==> src/rtl/dkc_pkg.sv <==
package dkc_pkg;
    localparam int WORD_W = 16;
    localparam logic [2:0] SEL_CS  = 3'd0;
    localparam logic [2:0] SEL_BA  = 3'd1;
    localparam logic [2:0] SEL_DA  = 3'd2;
    localparam logic [2:0] SEL_MP  = 3'd3;
    localparam logic [2:0] SEL_EXT = 3'd4;

    typedef enum logic { ST_DONE_IDLE, ST_RUNNING } ctl_state_e;

    // Byte-lane merge: byte data arrives on bits 7:0
    function automatic logic [WORD_W-1:0] lane_merge(
        input logic [WORD_W-1:0] cur,
        input logic [WORD_W-1:0] wd,
        input logic              byte_acc,
        input logic              odd);
        if (!byte_acc)
            return wd;
        else if (odd)
            return {wd[7:0], cur[7:0]};
        else
            return {cur[15:8], wd[7:0]};
    endfunction
endpackage

==> src/rtl/dkc_ctl_fsm.sv <==
module dkc_ctl_fsm
    import dkc_pkg::*;
(
    input  logic clk,
    input  logic rst_n,
    input  logic cs_wr,
    input  logic wr_done_bit,
    input  logic wr_ie_bit,
    input  logic cur_ie,
    input  logic cmp_valid,
    output logic done,
    output logic irq,
    output logic start
);
    ctl_state_e state_q, state_nx;
    logic       irq_q, irq_nx;
    logic       start_q, start_nx;

    always_ff @(posedge clk) begin
        if (!rst_n) begin
            state_q <= ST_DONE_IDLE;
            irq_q   <= 1'b0;
            start_q <= 1'b0;
        end else begin
            state_q <= state_nx;
            irq_q   <= irq_nx;
            start_q <= start_nx;
        end
    end

    always_comb begin
        state_nx = state_q;
        irq_nx   = irq_q;
        start_nx = 1'b0;
        unique case (state_q)
            ST_DONE_IDLE: begin
                if (cs_wr && wr_done_bit) begin          // FORCE_DONE
                    irq_nx = wr_ie_bit;
                end else if (cs_wr) begin                // ISSUE
                    state_nx = ST_RUNNING;
                    irq_nx   = 1'b0;
                    start_nx = 1'b1;
                end else if (cmp_valid) begin            // FINISH
                    irq_nx = cur_ie;
                end
            end
            ST_RUNNING: begin
                if (cs_wr && wr_done_bit) begin          // FORCE_DONE
                    state_nx = ST_DONE_IDLE;
                    if (!wr_ie_bit) irq_nx = 1'b0;
                end else if (cs_wr) begin                // ISSUE
                    irq_nx   = 1'b0;
                    start_nx = 1'b1;
                end else if (cmp_valid) begin            // FINISH
                    state_nx = ST_DONE_IDLE;
                    irq_nx   = cur_ie;
                end
            end
            default: state_nx = ST_DONE_IDLE;
        endcase
    end

    assign done  = (state_q == ST_DONE_IDLE);
    assign irq   = irq_q;
    assign start = start_q;

    assert_start_running_R7: assert property (@(posedge clk) disable iff (!rst_n)
        start_q |-> state_q == ST_RUNNING);
    assert_irq_rise_R6: assert property (@(posedge clk) disable iff (!rst_n)
        $rose(irq_q) |-> (cur_ie && state_q == ST_DONE_IDLE));
    assert_finish_done_R8: assert property (@(posedge clk) disable iff (!rst_n)
        (cmp_valid && !cs_wr) |=> state_q == ST_DONE_IDLE);
endmodule

==> src/rtl/dkc_mp_queue.sv <==
module dkc_mp_queue #(
    parameter int DEPTH = 3,
    parameter int W     = 16
) (
    input  logic           clk,
    input  logic           rst_n,
    input  logic           load_all,
    input  logic [W-1:0]   all_val,
    input  logic           load_each,
    input  logic [DEPTH*W-1:0] each_val,
    input  logic           pop,
    output logic [W-1:0]   head
);
    logic [W-1:0] q [DEPTH];

    for (genvar gi = 0; gi < DEPTH; gi++) begin : g_ent
        always_ff @(posedge clk) begin
            if (!rst_n)
                q[gi] <= '0;
            else if (load_each)
                q[gi] <= each_val[gi*W +: W];
            else if (load_all)
                q[gi] <= all_val;
            else if (pop && gi < DEPTH-1)
                q[gi] <= q[(gi < DEPTH-1) ? gi+1 : gi];
        end
    end

    assign head = q[0];

    if (DEPTH > 1) begin : g_chk
        assert_mp_shift_R9: assert property (@(posedge clk) disable iff (!rst_n)
            ($past(pop) && !$past(load_all) && !$past(load_each)) |-> q[0] == $past(q[1]));
    end
endmodule

==> src/rtl/dkc_regfile.sv <==
module dkc_regfile
    import dkc_pkg::*;
#(
    parameter int NUM_DRIVES = 4,
    parameter int MP_DEPTH   = 3,
    parameter int EXT_W      = 6,
    parameter bit HAS_EXT    = 1'b1
) (
    input  logic                     clk,
    input  logic                     rst_n,
    input  logic                     bus_req,
    input  logic                     bus_wr,
    input  logic                     bus_byte,
    input  logic [3:0]               bus_addr,
    input  logic [15:0]              bus_wdata,
    output logic [15:0]              bus_rdata,
    output logic                     bus_err,
    input  logic [NUM_DRIVES-1:0]    drive_busy,
    input  logic                     cmp_valid,
    input  logic [4:0]               cmp_errs,
    input  logic                     cmp_mp_load,
    input  logic [MP_DEPTH*16-1:0]   cmp_mp_words,
    output logic                     cmd_start,
    output logic [2:0]               cmd_func,
    output logic [1:0]               cmd_drive,
    output logic                     irq
);
    localparam int SEL_SLOTS = 4;   // drive select field is 2 bits

    logic [2:0]       sel;
    logic             rd_acc, wr_acc, odd;
    logic [2:0]       func_q;
    logic [1:0]       drv_q;
    logic             ie_q;
    logic [4:0]       err_q;
    logic [EXT_W-1:0] ext_q;
    logic [15:0]      ba_q, da_q, mp_head;
    logic [15:0]      cs_cur, merged;
    logic [SEL_SLOTS-1:0] busy4;
    logic             done, ready;
    logic             cs_wr, mp_pop, mp_wr;

    assign sel    = bus_addr[3:1];
    assign odd    = bus_addr[0];
    assign rd_acc = bus_req && !bus_wr;
    assign wr_acc = bus_req && bus_wr;

    for (genvar gi = 0; gi < SEL_SLOTS; gi++) begin : g_busy
        if (gi < NUM_DRIVES) begin : g_real
            assign busy4[gi] = drive_busy[gi];
        end else begin : g_absent
            assign busy4[gi] = 1'b1;
        end
    end

    assign ready  = !busy4[drv_q];
    assign cs_cur = {|err_q, err_q, drv_q, done, ie_q, ext_q[1:0], func_q, ready};

    always_comb begin
        case (sel)
            SEL_CS:  merged = lane_merge(cs_cur, bus_wdata, bus_byte, odd);
            SEL_BA:  merged = lane_merge(ba_q, bus_wdata, bus_byte, odd);
            SEL_DA:  merged = lane_merge(da_q, bus_wdata, bus_byte, odd);
            SEL_MP:  merged = lane_merge(mp_head, bus_wdata, bus_byte, odd);
            default: merged = bus_wdata;
        endcase
    end

    assign cs_wr  = wr_acc && sel == SEL_CS;
    assign mp_wr  = wr_acc && sel == SEL_MP;
    assign mp_pop = rd_acc && sel == SEL_MP;

    dkc_ctl_fsm u_fsm (
        .clk        (clk),
        .rst_n      (rst_n),
        .cs_wr      (cs_wr),
        .wr_done_bit(merged[7]),
        .wr_ie_bit  (merged[6]),
        .cur_ie     (ie_q),
        .cmp_valid  (cmp_valid),
        .done       (done),
        .irq        (irq),
        .start      (cmd_start)
    );

    dkc_mp_queue #(.DEPTH(MP_DEPTH), .W(16)) u_mpq (
        .clk      (clk),
        .rst_n    (rst_n),
        .load_all (mp_wr),
        .all_val  (merged),
        .load_each(cmp_valid && cmp_mp_load && !cs_wr),
        .each_val (cmp_mp_words),
        .pop      (mp_pop),
        .head     (mp_head)
    );

    always_ff @(posedge clk) begin
        if (!rst_n) begin
            func_q <= '0;
            drv_q  <= '0;
            ie_q   <= 1'b0;
            err_q  <= '0;
            ext_q  <= '0;
            ba_q   <= '0;
            da_q   <= '0;
        end else begin
            if (cs_wr) begin
                func_q     <= merged[3:1];
                ext_q[1:0] <= merged[5:4];
                ie_q       <= merged[6];
                drv_q      <= merged[9:8];
                if (!merged[7]) err_q <= '0;
            end else if (cmp_valid) begin
                err_q <= err_q | cmp_errs;
            end
            if (wr_acc && sel == SEL_BA) ba_q <= merged & 16'hFFFE;
            if (wr_acc && sel == SEL_DA) da_q <= merged;
            if (HAS_EXT && wr_acc && sel == SEL_EXT && !(bus_byte && odd))
                ext_q <= bus_wdata[EXT_W-1:0];
        end
    end

    always_comb begin
        bus_rdata = '0;
        bus_err   = 1'b0;
        case (sel)
            SEL_CS:  bus_rdata = cs_cur;
            SEL_BA:  bus_rdata = ba_q;
            SEL_DA:  bus_rdata = da_q;
            SEL_MP:  bus_rdata = mp_head;
            SEL_EXT: begin
                if (HAS_EXT) bus_rdata = 16'(ext_q);
                else         bus_err   = bus_req;
            end
            default: bus_rdata = '0;
        endcase
    end

    assign cmd_func  = func_q;
    assign cmd_drive = drv_q;

    assert_err_cleared_R7: assert property (@(posedge clk) disable iff (!rst_n)
        cmd_start |-> err_q == 5'd0);
    assert_ba_even_R10: assert property (@(posedge clk) disable iff (!rst_n)
        (rd_acc && sel == SEL_BA) |-> !bus_rdata[0]);
endmodule

==> config.mk <==
export PLATFORM = sky130hd
export DESIGN_NAME = dkc_regfile
export DESIGN_NICKNAME = d
export VERILOG_FILES = /design/src/rtl/dkc_pkg.sv /design/src/rtl/dkc_ctl_fsm.sv /design/src/rtl/dkc_mp_queue.sv /design/src/rtl/dkc_regfile.sv
export SDC_FILE = /design/constraint.sdc
export NUM_CORES = 1
export LEC_CHECK = 0
export BUFFER_PORTS_ARGS = -buffer_cell sky130_fd_sc_hd__buf_2
export CAP_MARGIN = 10
export CELL_PAD_IN_SITES_DETAIL_PLACEMENT = 1
export CELL_PAD_IN_SITES_GLOBAL_PLACEMENT = 2
export CORE_UTILIZATION = 31
export DETAILED_ROUTE_END_ITERATION = 8
export GPL_TIMING_DRIVEN = 0
export PLACE_DENSITY_LB_ADDON = 0.12
export SKIP_CTS_REPAIR_TIMING = 1
export SLEW_MARGIN = 20
export SYNTH_ARGS = -nofsm -noshare
export SYNTH_HDL_FRONTEND = slang
export SYNTH_SLANG_ARGS = --single-unit
==> constraint.sdc <==
create_clock -name clk -period 2.8 [get_ports clk]
set_input_delay 0.28 -clock clk [delete_from_list [all_inputs] [get_ports clk]]
set_output_delay 0.28 -clock clk [all_outputs]
set_load 0.05 [all_outputs]
==> flow_summary.toml <==
[drt]
drt_iter0_markers = 198
via_count = 4529
wire_per_inst_um = 21.5
dr.pass1.iters = 4
drc = 0
routed_wl_um = 18100
postRouteAntennaNets = 0
viasPerCell = 5.39

[floorplanning]
dieHeight_um = 132
dieArea_um2 = 17400
die_w_um = 132
core_area_um2 = 16500
row_count = 47
ios = 108
initial_core_util_pct = 31.6

[cells_and_area]
syn_to_final_growth_pct = 22.6
drive_gt1_share_pct = 28.5
final_nets = 699
regArea_um2 = 2460
diodes = 0
multi_input_area_um2 = 2520
nFillCells = 1894
final_util_pct = 38.8

[logic_synthesis]
ys_ff_latch = 99
seq_area_frac_synth_pct = 47.1
ys.flop_type = "dfxtp_1"
netlist_area_um2 = 5230
synth.avg_cell_area_um2 = 10.5
synth_edf_count = 48
ys_warn_count = 0
async_reset_ff_share_pct = 0
syn-num-nets = 582
yosysTopAreaCellShare_pct = 27.6
synth_cell_types = 57
synth_common_cells = "nand2_1 (63), dfxtp_1 (51), edfxtp_1 (48)"
yosys-top-cells-area = "edfxtp_1 (28%), dfxtp_1 (20%), mux4_2 (6.5%)"
post-synth-top-count-cell = "nand2_1"
syn-instance-count = 498
synth_area_leader_cell = "edfxtp_1"

[grt]
grt_pass1_wl_um = 27900
grt_pass1_vias = 4712
overflow = 0
grt_max_degree = 22
antenna_found_initial = 0
grtUsageTotal_pct = 21.4

[pwr]
vdd_drop_max_mv = 0.335
pwr-share-seq_pct = 47.0
pwr-share-clk_pct = 40.1
power.internal_w = 0.00257
comb_power_share_pct = 12.9
p_per_area_nw_per_um2 = 546
p_switching_w = 0.000928
swShare_pct = 26.5
power.leakage_nw = 2.69

[sta]
period_minus_slack_ps = 2430
finalHoldViolCount = 0
skew_ps = 9.03
tightest_slew_ps = 774
hold_ws_ps = 184
fmax_ghz = 0.411
final.period_utilization_pct = 86.9
drv_slew = 0
rsz0062_at_grt = "false"
slew_headroom_pct = 48.1
setup_violations = 0

[worst_setup_path]
timing.rr.end = "u_mpq.q[1][0]"
r2r-start = "cmd_drive[0]"
rrSetupSlack_ps = 640
critical_path_required_ps = 2520
worst-path-max-fanout = 10
path_class = "in2out"
worst_r2r_path_depth = 4
cp-end-kind = "output pin"
startpoint_type = "input port"
arrival_ps = 2150

[cts]
cts.clk_slew.worst_paths_ps = 70
cts_max_path_buffers = 2
insertion_delay_ps = 360
cts_sinks = 99
htreeDepth = 3
cts_buffers = 9
cts_tree = "yes"
cts-root-buf = "clkbuf_16"

[worst_hold_path]
whs_endpoint = "err_q[3]"
min_path_type = "in2reg"
hp-start = "cmp_errs[3]"
min_path_cells = 3

[job]
drv_cap = 0

[placement]
numPortBuffers = 103
place.gp.congestion = 0.843
dpl.hpwl_um = 13900

[run_status]
status = "complete, no violations"
-- per-stage QoR --
step | instance area, µm² | TNS, ps | setup WS [ps] | power (W) | cells
global placement | 6020 | -37010 | -1130 | 0.00211 | 821
global route | 6410 | 0 | 245 | 0.00361 | 840
floorplan | 5230 | 0 | 21.5 | 0.00193 | 498
finish | 6410 | 0 | 367 | 0.00350 | 840
detailed placement | 6080 | 0 | 192 | 0.00213 | 824
CTS | 6410 | 0 | 346 | 0.00354 | 840
-- kinds of logic after synthesis --
family,Yosys count,synth area share (%)
buffers and inverters,53,4.96
other,1,0.0718
AOI/OAI and AO/OA,157,22.3
muxes,41,12.0
DFF,99,47.1
and+or+nand+nor,147,13.6
-- routing by layer --
layer	routed length (µm)	GRT usage (%)	share of wire [%]
met1	8980	30.3	50
met2	8040	33.4	45
met3	595	2.61	3.3
met4	437	8.46	2.4
met5	0	0	0
-- area by class of cell --
cell class,count,area share (%)
multi-input combinational,346,39.4
buffer,47,3.69
clock buffer,10,3.57
clock inverter,6,1.52
sequential,99,38.4
tap,220,4.30
inverter,6,0.351
timing repair buffer,106,8.77
-- layout by cell type, fill, tap and decap left out, drive strengths merged, types with 3 or more instances in the layout --
master	n
a211o	5
a211oi	4
a21boi	9
a21o	11
a21oi	35
a221o	20
a22oi	8
and2	4
buf	132
clkbuf	31
dfxtp	51
edfxtp	48
inv	8
mux2	5
mux2i	21
mux4	15
nand2	63
nand2b	5
nand3	12
nand3b	3
nor2	30
nor2b	15
nor3	3
o2111a	11
o211a	4
o211ai	11
o21ai	20
o22ai	9
o31a	3
or2	3
-- sequential cells by signal (all words and copies together) (netlist names), 2 cells and up --
signal / flops
cmd_func: 3
err_q: 5
ba_q: 15
u_mpq.q: 48
da_q: 16
cmd_drive: 2
ext_q: 6
-- worst max-delay path by stage --
stage,startpoint,endpoint,slack (ps),depth (start not counted)
global placement,rst_n,u_mpq.q[1][2],-1130,4
global route,bus_addr[3],bus_rdata[0],250,6
floorplan,bus_addr[3],u_mpq.q[0][0],20,3
finish,bus_addr[3],bus_rdata[0],370,6
detailed placement,rst_n,u_mpq.q[2][14],190,6
CTS,bus_addr[3],bus_rdata[0],350,6
-- critical path, cell delays in order --
cell and delay, ps:
buf_2 90, buf_2 200, clkbuf_1 480, clkbuf_1 540
a31o_2 290, buf_2 270
-- power groups by stage --
stage               Clock (W)  Sequential [W]  Combinational [W]
detailed placement          0         0.00168           0.000453
CTS                   0.00144         0.00164           0.000455
floorplan                   0         0.00166           0.000269
global route          0.00147         0.00165           0.000487
global placement            0         0.00168           0.000433
finish                0.00140         0.00164           0.000452
Note: power is estimated with default switching activity, not from simulation.
